## src/rtl/ac_link_pkg.sv

```systemverilog
package ac_link_pkg;
    localparam int TAG_BITS   = 16;
    localparam int SLOT_BITS  = 20;
    localparam int NUM_SLOTS  = 12;
    localparam int FRAME_BITS = TAG_BITS + NUM_SLOTS * SLOT_BITS;
    localparam int POS_W      = $clog2(FRAME_BITS);

    typedef logic [NUM_SLOTS-1:0][SLOT_BITS-1:0] slot_vec_t;
    typedef logic [FRAME_BITS-1:0]               frame_bits_t;

    typedef struct packed {
        logic [TAG_BITS-1:0] tag;
        slot_vec_t           slot;
    } frame_words_t;

    // Serial order: tag first, then slot element 0 (slot 1) up to the last.
    function automatic frame_bits_t frame_pack(input frame_words_t w);
        frame_bits_t f;
        f = '0;
        f[FRAME_BITS-1 -: TAG_BITS] = w.tag;
        for (int k = 0; k < NUM_SLOTS; k++)
            f[FRAME_BITS-TAG_BITS-1-k*SLOT_BITS -: SLOT_BITS] = w.slot[k];
        return f;
    endfunction

    function automatic frame_words_t frame_unpack(input frame_bits_t f);
        frame_words_t w;
        w.tag = f[FRAME_BITS-1 -: TAG_BITS];
        for (int k = 0; k < NUM_SLOTS; k++)
            w.slot[k] = f[FRAME_BITS-TAG_BITS-1-k*SLOT_BITS -: SLOT_BITS];
        return w;
    endfunction
endpackage

```

## src/rtl/ac_link_timing.sv

```systemverilog
module ac_link_timing
    import ac_link_pkg::*;
(
    input  logic             bclk,
    input  logic             rst,
    input  logic             link_en,
    output logic [POS_W-1:0] pos,
    output logic [POS_W-1:0] nxt_pos,
    output logic             run,
    output logic             in_frame,
    output logic             frame_sync,
    output logic             frame_tick
);
    localparam logic [POS_W-1:0] LAST_POS = POS_W'(FRAME_BITS - 1);
    localparam logic [POS_W-1:0] SYNC_END = POS_W'(TAG_BITS - 1);

    always_comb begin
        if (!run)
            nxt_pos = LAST_POS;
        else if (pos == LAST_POS)
            nxt_pos = '0;
        else
            nxt_pos = pos + 1'b1;
    end

    always_ff @(posedge bclk) begin
        if (rst || !link_en) begin
            pos        <= LAST_POS;
            run        <= 1'b0;
            in_frame   <= 1'b0;
            frame_sync <= 1'b0;
            frame_tick <= 1'b0;
        end else begin
            pos        <= nxt_pos;
            run        <= 1'b1;
            frame_sync <= (nxt_pos == LAST_POS) || (nxt_pos < SYNC_END);
            frame_tick <= (nxt_pos == '0) && in_frame;
            if (nxt_pos == '0)
                in_frame <= 1'b1;
        end
    end
endmodule

```

## src/rtl/ac_link_tx_shift.sv

```systemverilog
module ac_link_tx_shift
    import ac_link_pkg::*;
(
    input  logic             bclk,
    input  logic             rst,
    input  logic             link_en,
    input  logic             run,
    input  logic [POS_W-1:0] nxt_pos,
    input  frame_bits_t      tx_frame,
    output logic             ser_out
);
    frame_bits_t shreg;

    always_ff @(posedge bclk) begin
        if (rst || !link_en) begin
            shreg   <= '0;
            ser_out <= 1'b0;
        end else if (!run) begin
            ser_out <= 1'b0;
        end else if (nxt_pos == '0) begin
            ser_out <= tx_frame[FRAME_BITS-1];
            shreg   <= tx_frame << 1;
        end else begin
            ser_out <= shreg[FRAME_BITS-1];
            shreg   <= shreg << 1;
        end
    end
endmodule

```

## src/rtl/ac_link_rx_shift.sv

```systemverilog
module ac_link_rx_shift
    import ac_link_pkg::*;
(
    input  logic             bclk,
    input  logic             rst,
    input  logic             run,
    input  logic             in_frame,
    input  logic [POS_W-1:0] pos,
    input  logic             ser_in,
    output frame_bits_t      rx_frame
);
    localparam logic [POS_W-1:0] LAST_POS = POS_W'(FRAME_BITS - 1);

    frame_bits_t shreg;
    frame_bits_t shifted;

    assign shifted = {shreg[FRAME_BITS-2:0], ser_in};

    always_ff @(negedge bclk) begin
        if (rst) begin
            shreg    <= '0;
            rx_frame <= '0;
        end else if (run) begin
            shreg <= shifted;
            if (in_frame && pos == LAST_POS)
                rx_frame <= shifted;
        end
    end
endmodule

```

## src/rtl/ac_link_framer.sv

```systemverilog
module ac_link_framer
    import ac_link_pkg::*;
(
    input  logic                bclk,
    input  logic                rst,
    input  logic                link_en,
    input  logic [TAG_BITS-1:0] tx_tag,
    input  slot_vec_t           tx_slot,
    input  logic                ser_in,
    output logic                frame_sync,
    output logic                ser_out,
    output logic                frame_tick,
    output logic [TAG_BITS-1:0] rx_tag,
    output slot_vec_t           rx_slot
);
    logic [POS_W-1:0] pos;
    logic [POS_W-1:0] nxt_pos;
    logic             run;
    logic             in_frame;
    frame_bits_t      tx_frame;
    frame_bits_t      rx_frame;
    frame_words_t     tx_words;
    frame_words_t     rx_words;

    assign tx_words.tag  = tx_tag;
    assign tx_words.slot = tx_slot;
    assign tx_frame      = frame_pack(tx_words);
    assign rx_words      = frame_unpack(rx_frame);
    assign rx_tag        = rx_words.tag;
    assign rx_slot       = rx_words.slot;

    ac_link_timing u_timing (
        .bclk       (bclk),
        .rst        (rst),
        .link_en    (link_en),
        .pos        (pos),
        .nxt_pos    (nxt_pos),
        .run        (run),
        .in_frame   (in_frame),
        .frame_sync (frame_sync),
        .frame_tick (frame_tick)
    );

    ac_link_tx_shift u_tx (
        .bclk     (bclk),
        .rst      (rst),
        .link_en  (link_en),
        .run      (run),
        .nxt_pos  (nxt_pos),
        .tx_frame (tx_frame),
        .ser_out  (ser_out)
    );

    ac_link_rx_shift u_rx (
        .bclk     (bclk),
        .rst      (rst),
        .run      (run),
        .in_frame (in_frame),
        .pos      (pos),
        .ser_in   (ser_in),
        .rx_frame (rx_frame)
    );
endmodule

```

## config.mk

```make
export PLATFORM = sky130hd
export DESIGN_NAME = ac_link_framer
export DESIGN_NICKNAME = d
export VERILOG_FILES = /design/src/rtl/ac_link_pkg.sv /design/src/rtl/ac_link_timing.sv /design/src/rtl/ac_link_tx_shift.sv /design/src/rtl/ac_link_rx_shift.sv /design/src/rtl/ac_link_framer.sv
export SDC_FILE = /design/constraint.sdc
export NUM_CORES = 2
export LEC_CHECK = 0
export BUFFER_PORTS_ARGS = -buffer_cell sky130_fd_sc_hd__clkbuf_2
export CAP_MARGIN = 20
export CORE_MARGIN = 5
export CORE_UTILIZATION = 45
export CTS_BUF_LIST = sky130_fd_sc_hd__clkbuf_4 sky130_fd_sc_hd__clkbuf_8
export CTS_CLUSTER_DIAMETER = 80
export CTS_CLUSTER_SIZE = 25
export DETAILED_ROUTE_END_ITERATION = 16
export GPL_TIMING_DRIVEN = 0
export PLACE_DENSITY = 0.71
export SLEW_MARGIN = 20
export SYNTH_ARGS = -nofsm -noshare
export SYNTH_HDL_FRONTEND = slang
export SYNTH_SLANG_ARGS = --single-unit
```

## constraint.sdc

```tcl
create_clock -name bclk -period 2.8 [get_ports bclk]
set_clock_uncertainty 0.1 [all_clocks]
set_input_delay 0.56 -clock bclk [delete_from_list [all_inputs] [get_ports bclk]]
set_output_delay 0.56 -clock bclk [all_outputs]
set_load 0.01 [all_outputs]
```

# Yosys cells after proc, flatten, opt, wreduce, memory -nomap -nowiden
# Cells that the tools add are included.
totals:
  ff_bits: 780
  input_bits: 260
  out_inout_bits: 259
  wordCells: 27
classes:
  n_addsub: 1
  order_cmp: 1
  eq_ne: 2
  muxes: 5
  n_bitwise: 1
  reduce_logical: 8
op_table:
  columns: ["operator", "count"]
  rows:
  - ["$mux 256", 1]
  - ["$eq 8x8->1 const B", 2]
  - ["$mux 8", 2]
  - ["$add 8x1->8 const B", 1]
  - ["$logic_not 8->1", 1]
  - ["$lt 8x4->1 const B", 1]
  - ["$logic_and 1x1->1", 2]
  - ["$logic_or 1x1->1", 2]
  - ["$mux 1", 2]
  - ["$reduce_and 2->1", 1]
  - ["$reduce_or 2->1", 1]
  - ["$logic_not 1->1", 1]
  - ["$not 1->1", 1]

# Longest topological paths before layout
depth:
  ltp_word: 5
  depth_mapped: 11
  depth_no_buf: 7

# Modules after synthesis
# A second synthesis with hierarchy kept.
hier_totals:
  cells_unflattened: 3492
  hier_area_um2: 32615.0
modules_own_cells:
  columns: ["mod", "instances", "cells_each", "area_per_inst_um2", "seq_area_each_um2"]
  rows:
  - ["ac_link_rx_shift", 1, 1936, 20322.0, 10229.8]
  - ["ac_link_tx_shift", 1, 1481, 11662.4, 5124.9]
  - ["ac_link_timing", 1, 75, 630.6, 240.2]

==> results.toml <==
[worst_setup_path]
max_stage_delay_ns = 0.39
critPathLaunchType = "register"
crit_chain = "ha_4 -> nand3_4 -> nor2_4 -> and3_4 -> clkbuf_16 -> clkbuf_8 -> buf_6 -> nand2_1 -> a21oi_1"
crit_type = "reg2reg"
critPathSlowestCell = "dfxtp_4"
cp-end-kind = "register"
reg2reg_slack_ns = -0.54
cp.arrival_ns = 2.44
worstPathMaxFanout = 10
cp_data_required_time_ns = 1.90

[synth]
synthAdderAreaFrac_pct = 0.0429
synth_top_family_by_area = "multiplexers"
ys_warn_count = 0
synth_area_leader_cell = "dfxtp_1"
yosys.area_share.simple_pct = 10.4
ys_seq_elements = 779
syn_avg_cell_area_um2 = 9.29
synth-compound-area-share_pct = 13.5
syn_area_mm2 = 0.0292
syn_nets = 3403
synthTopCellsByArea = "dfxtp_1, mux2i_1, a21oi_1"
synthMuxAreaShare_pct = 17.5
synth_xor_area_share_pct = 0.150
synthDominantCellAreaShare_pct = 53.4
synth.distinct_cells = 34
seq_area_frac_synth_pct = 53.4
synthCells = 3142

[timing]
rsz0062_at_grt = "true"
worst_slack_ns = -0.540
tightest_slew_ns = 0.850
setup_viol = 767
tns_ns = -242.65
finalHoldViolCount = 0
slew_viol_final = 0
maxSlewHeadroom_pct = 43.3

[drt]
antenna_left = 0
drtIter0Drc = 1730
drtPass1Iterations = 5
vias = 27098
routedWlPerCell_um = 18.0
avgViaCountPerCell = 5.16
drc = 0
finalWirelength_um = 94400

[placement]
routabilityCongestion = 0.855
portBuffers = 517
dp.final_hpwl_um = 58300
dp_cells = 4514

[power]
p_comb_share_pct = 8.0
sw_frac_of_total_pct = 32.0
power_uw = 21800
power_density_mw_per_mm2 = 524
vdd_drop_max_uv = 746
switchingPower_uw = 6970
p_leak_uw = 0.0179
seqPwrFrac_pct = 51.7
p_int_uw = 14800
power.share.clock_pct = 40.2

[global_routing]
grt_max_degree = 27
grt_pass1_wl_um = 132000
grt_util_all_layers_pct = 22.6
busiest_layer = "met2"
antenna_found_initial = 19
grt_use_met3_pct = 7.32
gr-total-overflow = 0
grt.met2_usage_pct = 37.5
grt_pass1_vias = 26130
use_met1_pct = 27.1

[floorplanning]
io_pins = 519
placementRows = 93
start_util_pct = 45.4
die_area_mm2 = 0.0701
die_x_um = 265
coreArea_mm2 = 0.0643
die_h_um = 265

[hold_path]
hold_class = "in2reg"

[job]
cap_violations = 0

[finish]
layout-drive-gt1-share_pct = 29.1
nets = 4614
final_cells = 5247
syn_to_final_growth_pct = 42.4

[clock_network]
clk_pin_slew_ns = 0.15
htreeDepth = 2
clock_sinks = 779
clock_tree.buffer_depth = 3
cts_made_buffers = 41
cts-root-buf = "clkbuf_8"
clk_latency_ns = 0.69
cts_tree = "yes"

[status]
violations = "setup timing"
status = "finished, violations left"
[final timing paths]
kind                                             startpoint                              end  cells after the start
worst max register to register   u_timing.pos[1]$_SDFF_PN1_  u_rx.rx_frame[153]$_SDFFE_NP0P_                      9
worst min register to register  u_rx.shreg[64]$_SDFFE_NP0P_   u_rx.rx_frame[65]$_SDFFE_NP0P_                      2
worst min-delay path                              tx_tag[3]     u_tx.shreg[244]$_SDFFE_PN0P_                      3
worst max-delay path             u_timing.pos[1]$_SDFF_PN1_  u_rx.rx_frame[153]$_SDFFE_NP0P_                      9
[power groups by stage]
stage / Clock, uW / Combinational [uW] / Sequential [uW]
6_report: 8770 / 1750 / 11300
5_1_grt: 9960 / 1870 / 11300
4_1_cts: 8750 / 1500 / 11300
3_5_place_dp: 1100 / 1410 / 11500
3_3_place_gp: 1100 / 1400 / 11500
2_1_floorplan: 1100 / 973 / 11500
[placed cells by master (no fill, tap or decap), types with 3 or more instances in the layout]
master and instances:
nand2_4 36, inv_1 516, nand2_1 454, dfxtp_1 517
xor2_1 3, o21ai_0 259, buf_8 68, and3_1 3
buf_6 228, mux2i_1 496, clkbuf_8 47, clkinvlp_4 3
inv_8 3, dfxtp_4 4, mux2i_2 14, diode_2 19
dlygate4sd3_1 40, a21oi_1 419, buf_4 52, clkbuf_16 41
clkbuf_1 111, clkbuf_2 307, buf_16 5, a21oi_2 94
buf_12 56, nand3_1 4, nand2_2 28, clkbuf_4 9
nor2_1 261, dfxtp_2 258
[synth_stat cells]
cell type	number
buf_4	4
buf_6	1
nand4_2	1
o31ai_1	2
nor2b_1	2
and2_1	1
a211oi_2	1
and3_1	4
nor3_1	1
nor4_1	1
ha_1	1
nor3b_1	1
buf_2	23
nand2b_1	1
inv_1	5
a31oi_1	2
nand2_1	518
a311oi_1	1
clkbuf_1	182
xnor2_1	2
buf_8	2
nor2_1	261
mux2i_1	511
nand3_1	6
nor2_2	1
o21ai_0	259
nand4b_1	1
a21oi_1	514
buf_12	22
xor2_1	3
o31ai_4	1
buf_1	27
o311ai_0	1
dfxtp_1	779
[cell families after synthesis]
group | after synthesis
simple gates | 799
compound gates | 781
flops | 779
mux | 511
buf+inv | 266
xor+xnor | 5
fa+ha+maj | 1
[state kept, by name (all words and copies together) (netlist names)]
register             cells
u_timing.pos             8
u_tx.ser_out             1
u_rx.rx_frame          256
u_timing.in_frame        1
u_timing.frame_tick      1
u_timing.frame_sync      1
u_timing.run             1
u_rx.shreg             255
u_tx.shreg             255
[cell type report]
cell class | count | area (um^2)
tap | 855 | 1070
fill | 4820 | 22800
clock buffer | 46 | 621
inverter | 4 | 15.0
timing repair buffer | 662 | 6380
buffer | 257 | 2340
antenna | 19 | 47.5
clock inverter | 528 | 2170
sequential | 779 | 15900
multi-input combinational | 2097 | 13000
[worst max-delay path, delay by kind of cell (launching register included)]
family / cells / cell delay (ns)
and+or+nand+nor: 4 / 0.55
buffers and inverters: 3 / 0.50
DFF: 1 / 0.39
AOI/OAI and AO/OA: 1 / 0.18
adders and majority gates: 1 / 0.15
[stage by stage]
stage	hold slack [ns]	setup WS [ns]	cell area (um^2)	util (%)
5_1_grt	0.0284	-0.643	41600	64.6
4_1_cts	0.000667	-0.506	37700	58.6
2_1_floorplan	0.331	-0.369	29700	-
6_report	0.0695	-0.540	41600	64.6
3_3_place_gp	0.343	-1.24	33300	51.8
3_5_place_dp	0.346	-1.26	33300	51.8
[layer usage]
metal,part of all wire (%),vias to the layer above
li1,-,13082
met1,41,13044
met2,50,783
met3,6.4,187
met4,3.2,2
met5,0.014,-
[timing repair]
item                       4_1_cts  5_1_grt
hold endpoints to repair        40        0
gates resized for setup        265      948
setup endpoints to repair      767      767
pin swaps                       18       60
buffers inserted                 8       56
gates cloned                     7       36
hold buffers                    40        0
(Power assumes the default switching activity.)
